==> src/rtl/pvic_pkg.sv <==
package pvic_pkg;
  localparam int PRIO_W   = 2;
  localparam int PRIO_LSB = 6;
  localparam int DATA_W   = 32;
  localparam int ADDR_W   = 12;

  localparam logic [ADDR_W-1:0] OFS_EN_SET = 12'h100;
  localparam logic [ADDR_W-1:0] OFS_EN_CLR = 12'h180;
  localparam logic [ADDR_W-1:0] OFS_PD_SET = 12'h200;
  localparam logic [ADDR_W-1:0] OFS_PD_CLR = 12'h280;
  localparam logic [ADDR_W-1:0] OFS_PRIO   = 12'h400;

  typedef logic [PRIO_W-1:0] prio_t;
endpackage

==> src/rtl/pvic_line.sv <==
module pvic_line #(
  parameter bit IS_LEVEL = 1'b0
) (
  input  logic clk,
  input  logic rst_n,
  input  logic irq_raw,
  input  logic sw_set,
  input  logic sw_clr,
  input  logic ack_clr,
  output logic pend
);
  logic pend_q;
  logic hw_set;

  generate
    if (IS_LEVEL) begin : g_level
      assign hw_set = 1'b0;
      assign pend   = pend_q | irq_raw;
    end else begin : g_pulse
      logic raw_q;
      always_ff @(posedge clk) begin
        if (!rst_n) raw_q <= 1'b0;
        else        raw_q <= irq_raw;
      end
      assign hw_set = irq_raw & ~raw_q;
      assign pend   = pend_q;
    end
  endgenerate

  // New occurrences win over any clear arriving in the same cycle
  always_ff @(posedge clk) begin
    if (!rst_n)                pend_q <= 1'b0;
    else if (hw_set || sw_set) pend_q <= 1'b1;
    else if (sw_clr || ack_clr) pend_q <= 1'b0;
  end
endmodule

==> src/rtl/pvic_regs.sv <==
module pvic_regs
  import pvic_pkg::*;
#(
  parameter int NUM_IRQ = 32
) (
  input  logic                            clk,
  input  logic                            rst_n,
  input  logic [ADDR_W-1:0]               addr,
  input  logic [DATA_W-1:0]               wdata,
  input  logic                            we,
  input  logic [NUM_IRQ-1:0]              pend_in,
  output logic [NUM_IRQ-1:0]              en,
  output logic [NUM_IRQ-1:0][PRIO_W-1:0]  prio,
  output logic [NUM_IRQ-1:0]              sw_set,
  output logic [NUM_IRQ-1:0]              sw_clr,
  output logic [DATA_W-1:0]               rdata
);
  localparam int          NUM_WORDS = (NUM_IRQ + 3) / 4;
  localparam logic [3:0]  NW        = 4'(NUM_WORDS);

  logic hit_en_set, hit_en_clr, hit_pd_set, hit_pd_clr, prio_sel;
  logic [NUM_IRQ-1:0] wbits;

  assign wbits      = wdata[NUM_IRQ-1:0];
  assign hit_en_set = we && (addr == OFS_EN_SET);
  assign hit_en_clr = we && (addr == OFS_EN_CLR);
  assign hit_pd_set = we && (addr == OFS_PD_SET);
  assign hit_pd_clr = we && (addr == OFS_PD_CLR);
  assign prio_sel   = (addr[ADDR_W-1:5] == OFS_PRIO[ADDR_W-1:5]) &&
                      ({1'b0, addr[4:2]} < NW) && (addr[1:0] == 2'b00);

  assign sw_set = hit_pd_set ? wbits : '0;
  assign sw_clr = hit_pd_clr ? wbits : '0;

  always_ff @(posedge clk) begin
    if (!rst_n) en <= '0;
    else if (hit_en_set) en <= en | wbits;
    else if (hit_en_clr) en <= en & ~wbits;
  end

  generate
    for (genvar i = 0; i < NUM_IRQ; i++) begin : g_prio
      localparam int WORD = i / 4;
      localparam int MSB  = 8 * (i % 4) + PRIO_LSB + PRIO_W - 1;
      always_ff @(posedge clk) begin
        if (!rst_n)
          prio[i] <= '0;
        else if (we && prio_sel && (addr[4:2] == 3'(WORD)))
          prio[i] <= wdata[MSB -: PRIO_W];
      end
    end
  endgenerate

  always_comb begin
    rdata = '0;
    if (addr == OFS_EN_SET || addr == OFS_EN_CLR)
      rdata[NUM_IRQ-1:0] = en;
    else if (addr == OFS_PD_SET || addr == OFS_PD_CLR)
      rdata[NUM_IRQ-1:0] = pend_in;
    else if (prio_sel) begin
      for (int i = 0; i < NUM_IRQ; i++) begin
        if (addr[4:2] == 3'(i / 4))
          rdata[8 * (i % 4) + PRIO_LSB +: PRIO_W] = prio[i];
      end
    end
  end
endmodule

==> src/rtl/pvic_select.sv <==
module pvic_select
  import pvic_pkg::*;
#(
  parameter int NUM_IRQ = 32,
  parameter int ID_W    = 5
) (
  input  logic [NUM_IRQ-1:0]             cand,
  input  logic [NUM_IRQ-1:0][PRIO_W-1:0] prio,
  output logic                           best_vld,
  output logic [ID_W-1:0]                best_id,
  output logic [PRIO_W-1:0]              best_prio
);
  // Scan from the top down with <= so that ties settle on the lowest index
  always_comb begin
    best_vld  = 1'b0;
    best_id   = '0;
    best_prio = '1;
    for (int i = NUM_IRQ - 1; i >= 0; i--) begin
      if (cand[i] && (!best_vld || prio[i] <= best_prio)) begin
        best_vld  = 1'b1;
        best_id   = ID_W'(i);
        best_prio = prio[i];
      end
    end
  end
endmodule

==> src/rtl/prio_irq_ctrl.sv <==
module prio_irq_ctrl
  import pvic_pkg::*;
#(
  parameter int                 NUM_IRQ    = 32,
  parameter logic [NUM_IRQ-1:0] LEVEL_MASK = '0,
  localparam int                ID_W       = (NUM_IRQ > 1) ? $clog2(NUM_IRQ) : 1
) (
  input  logic               clk,
  input  logic               rst_n,
  input  logic [NUM_IRQ-1:0] irq_in,
  input  logic               nmi_in,
  input  logic [ADDR_W-1:0]  reg_addr,
  input  logic [DATA_W-1:0]  reg_wdata,
  input  logic               reg_we,
  output logic [DATA_W-1:0]  reg_rdata,
  output logic               req_valid,
  input  logic               req_ready,
  output logic [ID_W-1:0]    req_id,
  output logic               req_nmi,
  input  logic               done_valid,
  input  logic               done_nmi,
  input  logic [ID_W-1:0]    done_id
);
  logic [NUM_IRQ-1:0]             line_en, line_pend, sw_set, sw_clr;
  logic [NUM_IRQ-1:0][PRIO_W-1:0] line_prio;
  logic [NUM_IRQ-1:0]             active_q, act_eff, done_clr, ack_set, cand;
  logic                           best_vld;
  logic [ID_W-1:0]                best_id;
  logic [PRIO_W-1:0]              best_prio;
  logic [PRIO_W:0]                run_prio;
  logic                           nmi_q, nmi_pend_q, nmi_act_q, nmi_act_eff, nmi_offer;
  logic                           accept;

  pvic_regs #(.NUM_IRQ(NUM_IRQ)) regs_i (
    .clk(clk), .rst_n(rst_n), .addr(reg_addr), .wdata(reg_wdata), .we(reg_we),
    .pend_in(line_pend), .en(line_en), .prio(line_prio),
    .sw_set(sw_set), .sw_clr(sw_clr), .rdata(reg_rdata)
  );

  generate
    for (genvar i = 0; i < NUM_IRQ; i++) begin : g_line
      pvic_line #(.IS_LEVEL(LEVEL_MASK[i])) line_i (
        .clk(clk), .rst_n(rst_n), .irq_raw(irq_in[i]),
        .sw_set(sw_set[i]), .sw_clr(sw_clr[i]), .ack_clr(ack_set[i]),
        .pend(line_pend[i])
      );
      assign done_clr[i] = done_valid && !done_nmi && (done_id == ID_W'(i));
      assign ack_set[i]  = accept && !req_nmi && (req_id == ID_W'(i));
    end
  endgenerate

  // Handlers retiring this cycle no longer hold the running priority
  assign act_eff     = active_q & ~done_clr;
  assign nmi_act_eff = nmi_act_q && !(done_valid && done_nmi);
  assign cand        = line_pend & line_en & ~act_eff;

  always_comb begin
    run_prio = (PRIO_W + 1)'(1 << PRIO_W);
    for (int i = 0; i < NUM_IRQ; i++) begin
      if (act_eff[i] && ({1'b0, line_prio[i]} < run_prio))
        run_prio = {1'b0, line_prio[i]};
    end
  end

  pvic_select #(.NUM_IRQ(NUM_IRQ), .ID_W(ID_W)) sel_i (
    .cand(cand), .prio(line_prio),
    .best_vld(best_vld), .best_id(best_id), .best_prio(best_prio)
  );

  assign nmi_offer = nmi_pend_q && !nmi_act_eff;
  assign req_valid = nmi_offer ||
                     (!nmi_act_eff && best_vld && ({1'b0, best_prio} < run_prio));
  assign req_nmi   = nmi_offer;
  assign req_id    = nmi_offer ? '0 : best_id;
  assign accept    = req_valid && req_ready;

  always_ff @(posedge clk) begin
    if (!rst_n) begin
      active_q   <= '0;
      nmi_q      <= 1'b0;
      nmi_pend_q <= 1'b0;
      nmi_act_q  <= 1'b0;
    end else begin
      active_q  <= act_eff | ack_set;
      nmi_q     <= nmi_in;
      if (nmi_in && !nmi_q)          nmi_pend_q <= 1'b1;
      else if (accept && req_nmi)    nmi_pend_q <= 1'b0;
      nmi_act_q <= nmi_act_eff || (accept && req_nmi);
    end
  end
endmodule

==> config.mk <==
export PLATFORM = sky130hd
export DESIGN_NAME = prio_irq_ctrl
export DESIGN_NICKNAME = d
export VERILOG_FILES = /design/src/rtl/pvic_pkg.sv /design/src/rtl/pvic_line.sv /design/src/rtl/pvic_regs.sv /design/src/rtl/pvic_select.sv /design/src/rtl/prio_irq_ctrl.sv
export SDC_FILE = /design/constraint.sdc
export NUM_CORES = 1
export LEC_CHECK = 0
export ABC_AREA = 1
export BUFFER_PORTS_ARGS = -buffer_cell sky130_fd_sc_hd__buf_2
export CAP_MARGIN = 20
export CORE_MARGIN = 2
export CORE_UTILIZATION = 55
export DETAILED_ROUTE_END_ITERATION = 8
export PLACE_DENSITY = 0.72
export SYNTH_ARGS = -nofsm -noshare
export SYNTH_HDL_FRONTEND = slang
export SYNTH_SLANG_ARGS = --single-unit
==> constraint.sdc <==
create_clock -name clk -period 67.4 [get_ports clk]
set_clock_uncertainty 0.05 [all_clocks]
set_input_delay 13.48 -clock clk [delete_from_list [all_inputs] [get_ports clk]]
set_output_delay 13.48 -clock clk [all_outputs]
set_load 0.02 [all_outputs]
==> results of run 1 <==
## cell usage after synthesis (all sizes together) (2+ instances only)
library cell  count  area, sq um
or2               2         12.5
dlygate4sd3       4         40.0
o211ai           15          113
dfxtp           195         3900
a21boi           30          229
a221oi            6         52.6
nand4            46          319
o32ai            25          219
inv             428         1610
o21ai           257         1290
o21a              5         37.5
nand2           433         1750
o221ai            4         35.0
a31oi            20          125
nor2            124          478
clkbuf           54          210
a21oi           238         1320
dlygate4sd1       2         17.5
clkinv            5         18.8
ha               94         1180
o2111ai           5         43.8
buf               9         73.8
o22ai            41          257
nor4              4         25.0
nor3             19         95.1
nand3           110          556
## routing by layer
metal,GRT usage,vias to the layer above,share of wire
li1,-,7448,-
met3,0.0646,121,0.097
met2,0.547,725,0.42
met1,0.522,6980,0.44
met5,0,-,0
met4,0.159,0,0.046
## critical path: cells and delay by family
family | cells | cell delay (ns)
AO/OA/AOI/OAI | 94 | 16.64
adder cells (fa/ha/maj) | 32 | 9.49
AND/OR/NAND/NOR | 61 | 7.27
buffers and inverters | 15 | 1.38
## cell families after synthesis
family,after synthesis
and+or+nand+nor,739
adders and majority gates,94
AOI/OAI and AO/OA,650
DFF,195
buffers and inverters,502
## stage by stage
stage          hold slack (ns)  total power [mW]  cell area [sq um]   util
3_3_place_gp             0.372             0.140              14900  0.594
3_5_place_dp             0.375             0.140              14900  0.594
2_1_floorplan            0.358             0.133              14000      -
6_report                 0.390             0.253              15600  0.621
5_1_grt                  0.422             0.259              15600  0.621
4_1_cts                  0.392             0.252              15600  0.620
## power by group
part	total, mW	switching, mW	internal (mW)
combinational	0.0192	0.0130	0.00619
clock	0.114	0.0611	0.0528
sequential	0.119	0.00163	0.118
total	0.253	0.0758	0.177
## area by class of cell
type,count,area [sq um],share of cell area
Antenna cell,1,2.50,0.000161
Clock buffer,17,425,0.0273
Clock inverter,15,220,0.0141
Inverter,433,1630,0.104
Multi-Input combinational cell,1483,8180,0.525
Sequential cell,195,3900,0.250
Tap cell,330,413,0.0265
Timing Repair Buffer,149,823,0.0528
## worst paths after layout
check,endpoint,slack (ns),cells after the start
hold reg to reg,nmi_pend_q$_SDFFE_PN0P_,0.39,1
setup / recovery,req_valid,5.50,202
hold / removal,nmi_pend_q$_SDFFE_PN0P_,0.39,1
setup reg to reg,g_line[27].line_i.pend$_SDFFE_PN0P_,32.67,198
==> flow_summary_export.csv, run 1 <==
group,metric,value,unit
floorplanning,initial_core_util,0.559,
synth,synth_compound_area_frac,0.267,
clocking,root_buffer,"clkbuf_16",
critical_path,crit_top_cell,"a21oi_1",
routing,drc,0,
status,status,"finished clean",
sta,max_slew.worst_pin.slew,1.15,ns
critical_path,worst-setup-path-type,"primary input to primary output",
clocking,path_clk_slew,0.10,ns
placement,gp_congestion,1.03,
finish,layout_common_cells,"inv_1 (426), nand2_1 (383), o21ai_0 (256)",
floorplanning,die_h,164,um
synth,async_reset_ff_frac,0,
clocking,cts_hold_buf,0,
pwr,powerDensity,16.2,nW/um^2
critical_path,critPathLaunch,"done_nmi",
clocking,cts_max_level,4,
routing,wl,49700,um
synth,synth_edf_count,0,
finish,fin_cells,2623,
synth,synth-seq-cells,195,
routing,first_pass_iters,6,
finish,fillers,2461,
synth,yosys_most_used_dff,"dfxtp_1",
synth,synth_top_family_by_area,"compound AO/OA/AOI/OAI gates",
floorplanning,die_x,164,um
floorplanning,rows,58,
sta,setup_ws,5.50,ns
synth,synth_cell_types,45,
critical_path,slowest_stage,"a21oi_4",
routing,drt_iter0_drc,1672,
synth,synthMuxAreaShare,0,
clocking,ctsLongestPathBuffers,2,
finish,area_growth,11.1,%
hold_path,holdCritStartpoint,"nmi_q$_SDFF_PN0_",
routing,drt-wirelength-per-cell,18.9,um
clocking,cts.sinks,195,
floorplanning,io_pins,127,
placement,place_inst,2588,
sta,max_freq,16.2,MHz
critical_path,cp_slowest_stage_delay,0.64,ns
routing,ant_nets,0,
finish,final_common_cell,"inv_1",
grt,grt_pass1_vias,13600,
hold_path,hold_path.class,"flip-flop to flip-flop",
synth,synth_cells,2180,
clocking,clk_latency,0.48,ns
floorplanning,core-area,25100,sq um
placement,place_ws,6.31,ns
critical_path,cp_max_fo,33,
grt,grt_usage,0.368,
synth,syn-cell-area,14000,sq um
placement,hpwl,37600,um
routing,vias_per_cell,5.82,
routing,vias,15300,
synth,synthSimpleGateAreaFrac,0.231,
finish,layout.nets,2461,
synth,yosysWarnings,0,
critical_path,r2r-start,"active_q[31]$_SDFF_PN0_",
finish,final_layout_size_suffix_gt1_frac,0.123,
clocking,cts_tree,"done",
synth,synth-xor-area-share,0,
critical_path,critPathLaunchType,"primary input",
pwr,irDropWorstVdd,17.2,uV
synth,avgSynthCellArea,6.44,sq um
grt,grt_pass1_wl,75600,um
floorplanning,die-area,26800,sq um
grt,antenna_found_initial,2,
sta,setup_tns,0,ns
clocking,post_cts_buffers,0,
run,cap_viol_max_count,0,
grt,grt_max_degree,82,
clocking,ctsResizeCount,0,
placement,numPortBuffers,126,
critical_path,end_kind,"primary output",
critical_path,crit_required,53.87,ns
sta,timing.final.setup_violations,0,
pwr,leakage,8.00,nW
synth,ys_seq_area_frac,0.278,
synth,synth.net_count,2362,
critical_path,crit_arrival,48.37,ns
sta,min_period,61.90,ns
sta,finalCritPeriodShare,0.918,
sta,hold_viol,0,
sta,final_max_slew_viol_count,0,
clocking,cts_buffers,17,
sta,grt_setup_unrepaired,"no",
sta,relSlewSlack,0.225,
grt,grt-ovfl-total,0,
synth,yosys.area_share.adder,0.0838,
No activity file was read; power rests on OpenSTA's default activity.
==> run 2: changes to the inputs <==
--- a/config.mk
+++ b/config.mk
@@ -15,3 +15,4 @@
 export SYNTH_ARGS = -nofsm -noshare
 export SYNTH_HDL_FRONTEND = slang
 export SYNTH_SLANG_ARGS = --single-unit
+export TNS_END_PERCENT = 100
==> constraint.sdc (replaced) <==
create_clock -name clk -period 70.7 [get_ports clk]
set_clock_uncertainty 0.05 [all_clocks]
set_input_delay 14.14 -clock clk [delete_from_list [all_inputs] [get_ports clk]]
set_output_delay 14.14 -clock clk [all_outputs]
set_load 0.01 [all_outputs]
==> run 2 against run 1 <==
Against the previous run: routed wire length down 1.0%; final cell count unchanged; worst hold slack about the same; flip-flop and latch count unchanged; global-route usage down 0.17 points; cell area about the same; count of clock-buffer cells in the layout unchanged; combinational power down 7%; clock power down 4%; via count about the same; non-clock buffer count unchanged; die area unchanged.
==> flow_summary_export.csv, run 2 (synthesis gave the netlist of run 1 again) <==
group,metric,value,unit
routing,vias_per_cell,5.82,
pwr,netSwitchingPower,0.0722,mW
grt,grtUsageMet3,0.0657,
grt,grt_pass1_wl,75700,um
sta,finalCritPeriodShare,0.891,
pwr,irDropWorstVdd,18.9,uV
hold_path,hold_path.class,"flip-flop to flip-flop",
placement,gp_congestion,1.03,
finish,final_layout_size_suffix_gt1_frac,0.123,
pwr,p_total,0.241,mW
grt,grt_pass1_vias,13800,
clocking,post_cts_buffers,0,
pwr,seq_power_share,0.473,
pwr,internal_power,0.169,mW
sta,min_period,63.01,ns
floorplanning,io_pins,127,
critical_path,end_kind,"primary output",
routing,ant_nets,0,
placement,hpwl,37700,um
finish,final_common_cell,"inv_1",
clocking,cts_buffers,17,
critical_path,cp_slowest_stage_delay,0.67,ns
grt,antenna_found_initial,2,
critical_path,critPathLaunch,"done_nmi",
grt,met1_usage,0.515,
sta,grt_setup_unrepaired,"no",
finish,fillers,2501,
critical_path,r2r-start,"active_q[31]$_SDFF_PN0_",
sta,relSlewSlack,0.267,
floorplanning,initial_core_util,0.559,
floorplanning,die_x,164,um
routing,drt_iter0_drc,1618,
hold_path,holdCritStartpoint,"nmi_q$_SDFF_PN0_",
critical_path,crit_arrival,48.82,ns
clocking,cts_max_level,4,
critical_path,worst-setup-path-type,"primary input to primary output",
clocking,cts.sinks,195,
routing,first_pass_iters,6,
critical_path,crit_required,56.51,ns
sta,setup_tns,0,ns
pwr,swShare,0.300,
critical_path,crit_top_cell,"a21oi_1",
routing,vias,15300,
floorplanning,core-area,25100,sq um
clocking,cts_hold_buf,0,
run,cap_viol_max_count,0,
finish,layout.nets,2461,
grt,grtUsageMet2,0.554,
clocking,ctsLongestPathBuffers,2,
finish,layout_common_cells,"inv_1 (426), nand2_1 (383), o21ai_0 (256)",
sta,max_freq,15.9,MHz
grt,grt-busiest-layer,"met2",
pwr,leakage,8.00,nW
grt,grt_usage,0.366,
clocking,cts_tree,"done",
pwr,power.share.clock,0.453,
sta,final_max_slew_viol_count,0,
routing,drt-wirelength-per-cell,18.7,um
critical_path,cp_max_fo,33,
floorplanning,die_h,164,um
status,status,"finished clean",
grt,grt-ovfl-total,0,
floorplanning,rows,58,
clocking,ctsResizeCount,0,
sta,timing.final.setup_violations,0,
grt,grt_max_degree,82,
clocking,root_buffer,"clkbuf_16",
placement,numPortBuffers,126,
pwr,pwr-share-comb,0.074,
critical_path,critPathLaunchType,"primary input",
floorplanning,die-area,26800,sq um
routing,wl,49200,um
clocking,path_clk_slew,0.09,ns
critical_path,slowest_stage,"a21oi_4",
sta,max_slew.worst_pin.slew,1.09,ns
routing,drc,0,
finish,area_growth,11.0,%
sta,hold_viol,0,
clocking,clk_latency,0.46,ns
pwr,powerDensity,15.5,nW/um^2
[run 2: changes by cell type in the layout (fill, tap and decap cells not counted)]
cell	previous run	this run
inv_16	1	2
buf_6	0	1
inv_12	6	5
buf_16	1	0
inv_6	2	1
inv_8	1	2
[run 2: metal layers]
layer  vias up  wire length (um)
met5         -                13
met4         2              2050
met3       124              4970
met2       774             20700
met1      6913             21400
li1       7453                 -
[run 2: power groups by stage]
stage                     registers [mW]  logic [mW]  clock network [mW]
final                              0.114      0.0179               0.109
after global routing               0.114      0.0199               0.113
after CTS                          0.114      0.0175               0.110
after detailed placement           0.116      0.0174                   0
after global placement             0.116      0.0171                   0
after floorplan                    0.116      0.0108                   0
[run 2: worst max-delay path, delay by kind of cell]
kind | cells | cell delay [ns]
AND/OR/NAND/NOR | 62 | 7.31
buffers and inverters | 18 | 1.62
adder cells (fa/ha/maj) | 32 | 9.44
AO/OA/AOI/OAI | 92 | 16.30
[run 2: layout make-up]
type | instances | area (sq um) | share of cell area
Multi-Input combinational cell | 1483 | 8180 | 0.525
Timing Repair Buffer | 149 | 807 | 0.0518
Antenna cell | 1 | 2.50 | 0.000161
Inverter | 433 | 1630 | 0.104
Sequential cell | 195 | 3900 | 0.251
Clock inverter | 15 | 226 | 0.0145
Clock buffer | 17 | 425 | 0.0273
Tap cell | 330 | 413 | 0.0265
[run 2: metrics by stage]
step	instances	util	setup WS, ns	cell area (sq um)	hold slack, ns
after global placement	2588	0.594	10.23	14900	0.372
final	2623	0.621	7.69	15600	0.390
after CTS	2620	0.620	8.29	15600	0.392
after detailed placement	2588	0.594	8.41	14900	0.370
after floorplan	2180	-	13.54	14000	0.358
after global routing	2622	0.620	3.93	15600	0.421
[run 2: final timing paths]
kind                                                       endpoint  slack [ns]  depth (start not counted)
worst max-delay path                                      req_valid        7.69                        204
worst min-delay path                        nmi_pend_q$_SDFFE_PN0P_        0.39                          1
worst max register to register  g_line[15].line_i.pend$_SDFFE_PN0P_       36.12                        199
worst min register to register              nmi_pend_q$_SDFFE_PN0P_        0.39                          1
